--- src/rtl/pmu_pkg.sv ---
package pmu_pkg;
  // Mode register bit positions (little-endian numbering)
  localparam int MODE_W     = 64;
  localparam int FRZ_ALL    = 31;
  localparam int FRZ_LOW    = 5;   // counters 1..4
  localparam int FRZ_HIGH   = 4;   // counters 5..6
  localparam int CE_FIRST   = 15;  // counter 1 condition enable
  localparam int CE_OTHERS  = 14;  // counters 2..N condition enable
  localparam int EXC_EN     = 20;
  localparam int ALERT_BIT  = 7;
  // Bank layout
  localparam int LOW_GROUP  = 4;   // counters with index below this use FRZ_LOW
  localparam int NO_ARM_IDX = 4;   // zero-based index of the counter that never alerts
endpackage

--- src/rtl/pmu_counter.sv ---
module pmu_counter #(
  parameter int CW      = 32,
  parameter bit HAS_ARM = 1'b1
) (
  input  logic          clk,
  input  logic          rst_n,
  input  logic          wr,
  input  logic [CW-1:0] wr_data,
  input  logic          inc,
  input  logic          frz,
  input  logic          arm,
  output logic [CW-1:0] cnt,
  output logic          hit
);
  logic [CW-1:0] cnt_q;

  always_ff @(posedge clk or negedge rst_n) begin
    if (!rst_n)          cnt_q <= '0;
    else if (wr)         cnt_q <= wr_data;
    else if (inc && !frz) cnt_q <= cnt_q + 1'b1;
  end

  assign cnt = cnt_q;

  generate
    if (HAS_ARM) begin : g_arm
      assign hit = arm && !frz && cnt_q[CW-1];
    end else begin : g_noarm
      assign hit = 1'b0;
    end
  endgenerate

  AST_FROZEN_HOLD: assert property (@(posedge clk) disable iff (!rst_n)
    (frz && !wr) |=> (cnt_q == $past(cnt_q)));
  AST_WRITE_WINS: assert property (@(posedge clk) disable iff (!rst_n)
    wr |=> (cnt_q == $past(wr_data)));
  AST_COUNT_STEP: assert property (@(posedge clk) disable iff (!rst_n)
    (inc && !frz && !wr) |=> (cnt_q == $past(cnt_q) + 1'b1));
endmodule

--- src/rtl/pmu_mode_reg.sv ---
module pmu_mode_reg
  import pmu_pkg::*;
(
  input  logic              clk,
  input  logic              rst_n,
  input  logic              wr,
  input  logic [MODE_W-1:0] wr_data,
  input  logic              hit_any,
  output logic [MODE_W-1:0] mode,
  output logic              exc_req
);
  logic [MODE_W-1:0] mode_q;
  logic              exc_q;
  logic              rise;

  assign rise = hit_any && !wr && !mode_q[ALERT_BIT];

  always_ff @(posedge clk or negedge rst_n) begin
    if (!rst_n) begin
      mode_q <= '0;
      exc_q  <= 1'b0;
    end else begin
      if (wr)           mode_q <= wr_data;
      else if (hit_any) mode_q[ALERT_BIT] <= 1'b1;
      exc_q <= rise && mode_q[EXC_EN];
    end
  end

  assign mode    = mode_q;
  assign exc_req = exc_q;

  AST_ALERT_STICKY: assert property (@(posedge clk) disable iff (!rst_n)
    (mode_q[ALERT_BIT] && !wr) |=> mode_q[ALERT_BIT]);
  AST_EXC_QUALIFIED: assert property (@(posedge clk) disable iff (!rst_n)
    exc_q |-> (mode_q[EXC_EN] && mode_q[ALERT_BIT]));
  AST_EXC_ONE_CYCLE: assert property (@(posedge clk) disable iff (!rst_n)
    exc_q |=> !exc_q);
  AST_ALERT_SOURCE: assert property (@(posedge clk) disable iff (!rst_n)
    (!mode_q[ALERT_BIT] && !hit_any && !wr) |=> !mode_q[ALERT_BIT]);
endmodule

--- src/rtl/pmu_bank.sv ---
module pmu_bank
  import pmu_pkg::*;
#(
  parameter int NCNT   = 6,
  parameter int CW     = 32,
  parameter int ADDR_W = 3
) (
  input  logic              clk,
  input  logic              rst_n,
  input  logic              reg_wr,
  input  logic [ADDR_W-1:0] reg_addr,
  input  logic [MODE_W-1:0] reg_wdata,
  input  logic [ADDR_W-1:0] rd_addr,
  output logic [MODE_W-1:0] rd_data,
  input  logic [NCNT-1:0]   cnt_inc,
  input  logic [NCNT-1:0]   evt_cyc,
  output logic              alert,
  output logic              exc_req
);
  logic [MODE_W-1:0] mode;
  logic [CW-1:0]     cnt_v [NCNT];
  logic [NCNT-1:0]   hit_v;
  logic [NCNT-1:0]   frz_v;
  logic [NCNT-1:0]   arm_v;
  logic [NCNT-1:0]   wr_v;
  logic              wr_mode;

  assign wr_mode = reg_wr && (reg_addr == '0);

  for (genvar i = 0; i < NCNT; i++) begin : g_cnt
    localparam bit LOW = (i < LOW_GROUP);
    localparam bit ARMABLE = (i != NO_ARM_IDX);
    logic ce;

    assign wr_v[i]  = reg_wr && (reg_addr == ADDR_W'(i + 1));
    assign frz_v[i] = mode[FRZ_ALL] || (LOW ? mode[FRZ_LOW] : mode[FRZ_HIGH]);
    assign ce       = (i == 0) ? mode[CE_FIRST] : mode[CE_OTHERS];
    assign arm_v[i] = evt_cyc[i] && ce;

    pmu_counter #(.CW(CW), .HAS_ARM(ARMABLE)) u_cnt (
      .clk     (clk),
      .rst_n   (rst_n),
      .wr      (wr_v[i]),
      .wr_data (reg_wdata[CW-1:0]),
      .inc     (cnt_inc[i]),
      .frz     (frz_v[i]),
      .arm     (arm_v[i]),
      .cnt     (cnt_v[i]),
      .hit     (hit_v[i])
    );
  end

  pmu_mode_reg u_mode (
    .clk     (clk),
    .rst_n   (rst_n),
    .wr      (wr_mode),
    .wr_data (reg_wdata),
    .hit_any (|hit_v),
    .mode    (mode),
    .exc_req (exc_req)
  );

  always_comb begin
    rd_data = '0;
    if (rd_addr == '0) rd_data = mode;
    for (int i = 0; i < NCNT; i++)
      if (rd_addr == ADDR_W'(i + 1)) rd_data = MODE_W'(cnt_v[i]);
  end

  assign alert = mode[ALERT_BIT];

  AST_WRITE_MODE: assert property (@(posedge clk) disable iff (!rst_n)
    wr_mode |=> (mode == $past(reg_wdata)));
  AST_ONE_TARGET: assert property (@(posedge clk) disable iff (!rst_n)
    $onehot0({wr_mode, wr_v}));
endmodule

--- config.mk ---
export PLATFORM = sky130hd
export DESIGN_NAME = pmu_bank
export DESIGN_NICKNAME = d
export VERILOG_FILES = /design/src/rtl/pmu_pkg.sv /design/src/rtl/pmu_counter.sv /design/src/rtl/pmu_mode_reg.sv /design/src/rtl/pmu_bank.sv
export SDC_FILE = /design/constraint.sdc
export NUM_CORES = 1
export LEC_CHECK = 0
export BUFFER_PORTS_ARGS = -buffer_cell sky130_fd_sc_hd__buf_2
export CORE_MARGIN = 2
export CORE_UTILIZATION = 57
export DETAILED_ROUTE_END_ITERATION = 7
export HOLD_SLACK_MARGIN = 0.05
export PLACE_DENSITY = 0.84
export SKIP_LAST_GASP = 1
export SYNTH_ARGS = -nofsm -noshare
export SYNTH_HDL_FRONTEND = slang
export SYNTH_SLANG_ARGS = --single-unit
--- constraint.sdc ---
create_clock -name clk -period 5 [get_ports clk]
set_input_delay 0.5 -clock clk [delete_from_list [all_inputs] [get_ports clk]]
set_output_delay 0.5 -clock clk [all_outputs]
set_load 0.02 [all_outputs]
==> load_flow_metrics.sql <==
INSERT INTO impl_metrics (metric_group, metric, value, unit) VALUES
('status', 'outcome', 'complete, but fails checks', ''),
('route', 'drc', '1', ''),
('floorplanning', 'start_util', '57.8', '%'),
('critical_path', 'element_type_at_the_critical_path_end', 'output port', ''),
('yosys', 'syn_area', '15000', 'sq um'),
('critical_path', 'reg2regPathDepth', '6', ''),
('layout', 'n_fill_cell', '1968', ''),
('power', 'p_clk_share', '30.3', '%'),
('timing', 'final_hold_slack', '-0.00266', 'ns'),
('floorplanning', 'die-area', '27600', 'sq um'),
('route', 'ant_nets', '0', ''),
('timing', 'tightest_slew', '1.13', 'ns'),
('route', 'detail_route.wl_per_cell', '21.5', 'um'),
('timing', 'max_slew_violation_total_from_the_final_report', '0', ''),
('timing', 'final_hold_viol_count', '1', ''),
('yosys', 'synthCells', '1643', ''),
('critical_path', 'setup.reg_to_reg.worst_slack', '1.98', 'ns'),
('floorplanning', 'placeableCoreArea', '25900', 'sq um'),
('floorplanning', 'die_width', '166', 'um'),
('cts', 'cts.sinks', '257', ''),
('yosys', 'yosys_most_used_dff', 'dfrtp_1', ''),
('critical_path', 'cp_data_arrival_time', '3.08', 'ns'),
('global_routing', 'grt_antenna_before_repair', '1', ''),
('floorplanning', 'die_h', '166', 'um'),
('layout', 'fraction_of_final_layout_cells_with_drive_strength_greater_than_1', '18.4', '%'),
('layout', 'area.sequential', '6430', 'sq um'),
('power', 'power.leakage', '6.65', 'nW'),
('critical_path', 'crit_type', 'input port to output port', ''),
('route', 'drt_pre_antenna_iters', '8', ''),
('timing', 'fmax', '279', 'MHz'),
('floorplanning', 'rows', '59', ''),
('place', 'preCtsSetupSlack', '1.52', 'ns'),
('cts', 'cts-buffers-inserted', '29', ''),
('critical_path', 'critical_path.max_fanout', '42', ''),
('global_routing', 'gr-usage-all-layers', '32.8', '%'),
('critical_path', 'startpoint_type_of_the_worst_setup_path', 'input port', ''),
('cts', 'cts_max_level', '1', ''),
('cts', 'clockBufferDepth', '3', ''),
('timing', 'setup_viol', '0', ''),
('timing', 'worst_clock_skew', '0.0394', 'ns'),
('power', 'cell_internal_pwr', '4.57', 'mW'),
('power', 'netSwitchingPower', '2.41', 'mW'),
('layout', 'syn2layout_area_growth', '13.0', '%'),
('layout', 'finish.cell_count_without_fillers', '2099', ''),
('yosys', 'synth_seq_cells', '257', ''),
('critical_path', 'critical_path.reg2reg.startpoint', 'u_mode.mode[31]', ''),
('route', 'route.vias.total', '13445', ''),
('timing', 'fin_crit_sh', '71.6', '%'),
('floorplanning', 'io-pin-count', '151', ''),
('power', 'pwr-share-seq', '46.4', '%'),
('place', 'place.port_buffers', '149', ''),
('yosys', 'asyncSetResetFlopFracSynth', '100', '%'),
('layout', 'final_net_count', '1833', ''),
('cts', 'cts_setup_buffers', '0', ''),
('place', 'place_hpwl', '31.4', 'mm'),
('critical_path', 'crit-reg2reg-capture', 'g_cnt[0].u_cnt.cnt[29]', ''),
('power', 'p_sw_share', '34.6', '%'),
('status', 'violated_checks', 'design-rule violations, negative hold slack', ''),
('worst_hold_path', 'worst_hold_check_path_type', 'input port to async pin', ''),
('yosys', 'syn-mean-instance-area', '9.12', 'sq um'),
('global_routing', 'global_route_wire_length_before_repair', '72.5', 'mm'),
('cts', 'clk_latency', '0.58', 'ns'),
('global_routing', 'globalRouteOverflowTotal', '0', ''),
('power', 'power_per_cell_area', '412', 'nW/um^2'),
('timing', 'unrepaired_setup_endpoints_after_global_routing', 'false', ''),
('yosys', 'netlist-cell-type-count', '48', ''),
('route', 'dr.first_iter.drc_count', '1448', ''),
('yosys', 'synth_sequential_area_ratio', '42.9', '%'),
('flow_run', 'max_cap_violations', '0', ''),
('cts', 'cts.repair.resized', '0', ''),
('cts', 'cts_hold_buffers', '0', '');
-- logic make-up (layout without fill, tap and decap cells) --
logic type / after synthesis / in the layout / share of synthesized area, %
adder cells (fa/ha/maj): 6 / 6 / 0.501
flip-flops: 257 / 257 / 42.9
XOR/XNOR: 177 / 177 / 10.3
multiplexers: 109 / 109 / 9.70
other: 0 / 1 / 0
AO/OA/AOI/OAI: 277 / 277 / 10.5
AND/OR/NAND/NOR: 684 / 684 / 22.7
buffers and inverters: 133 / 253 / 3.38
-- layout by cell type, fill, tap and decap left out, types with 6 or more instances in the layout --
cell and instances:
a21oi_1 73, a222oi_1 26, and2_1 39, and3_1 25, and4_1 19, buf_2 148
buf_4 19, clkbuf_1 8, clkbuf_16 29, clkbuf_8 8, dfrtp_1 257, ha_1 6
inv_1 30, mux2_2 70, mux2i_1 17, mux4_2 22, nand2_1 221, nand3_1 82
nand4_1 48, nor2_1 121, nor2b_1 6, nor3_1 45, nor4_1 23, nor4bb_1 6
o21ai_0 154, or4_1 12, xnor2_1 114, xor2_1 63
-- power groups by stage --
stage	logic (mW)	clock network (mW)	registers, mW
2_1_floorplan	1.15	0	3.01
3_3_place_gp	1.51	0	3.20
3_5_place_dp	1.58	0	3.23
4_1_cts	1.60	2.12	3.21
5_1_grt	1.78	2.20	3.31
6_report	1.62	2.11	3.24
-- stage by stage --
step	util [%]	power, mW	hold slack, ns	area (sq um)
global placement	61.7	4.71	0.482	16000
finish	65.3	6.98	-0.00266	16900
detailed placement	61.7	4.82	0.488	16000
floorplan	-	4.16	0.204	15000
global route	65.3	7.29	0.0945	16900
CTS	65.3	6.93	0.0585	16900
-- how the worst max path moves through the flow --
stage | start | to | slack, ns | cells after the start
2_1_floorplan | rd_addr[0] | rd_data[16] | 2.13 | 5
3_3_place_gp | rd_addr[2] | rd_data[4] | 1.56 | 7
3_5_place_dp | rd_addr[2] | rd_data[4] | 1.52 | 7
4_1_cts | rd_addr[2] | rd_data[4] | 1.53 | 7
5_1_grt | rd_addr[2] | rd_data[4] | 1.37 | 7
6_report | rd_addr[2] | rd_data[9] | 1.42 | 7
-- sequential cells by signal (all words and copies together) (netlist names) --
name	flops
u_mode.exc_req	1
g_cnt.u_cnt.cnt	192
u_mode.mode	64
-- per-layer routing --
layer,GRT usage [%],part of all wire [%]
met5,0,0
met4,17.1,5.6
met3,7.22,11
met2,50.8,45
met1,43.5,38
-- synthesized netlist by cell type (all sizes together) (40+ instances only) --
cell type | instances | area share (%)
nand3 | 84 | 2.8
a21oi | 73 | 2.4
dfrtp | 257 | 43
nor2 | 123 | 3.1
and2 | 40 | 1.7
clkbuf | 93 | 2.3
xnor2 | 114 | 6.7
mux2 | 70 | 5.3
nand2 | 221 | 5.5
o21ai | 159 | 5.3
nand4 | 48 | 2.0
nor3 | 49 | 1.6
xor2 | 63 | 3.7
-- area by class of cell --
class,instances,area share (%)
Clock buffer,45,5.12
Antenna cell,1,0.0148
Sequential cell,257,38.0
Clock inverter,7,0.377
Timing Repair Buffer,170,5.54
Inverter,31,0.688
Multi-Input combinational cell,1253,47.8
Tap cell,335,2.48
-- critical path: stages --
cell and delay (ns):
buf_2 0.81, clkinv_1 0.64, nor2_1 0.45, a22o_1 0.18, a221oi_1 0.12, nor2_1 0.16, buf_2 0.19
Note: power is estimated with default switching activity, not from simulation.
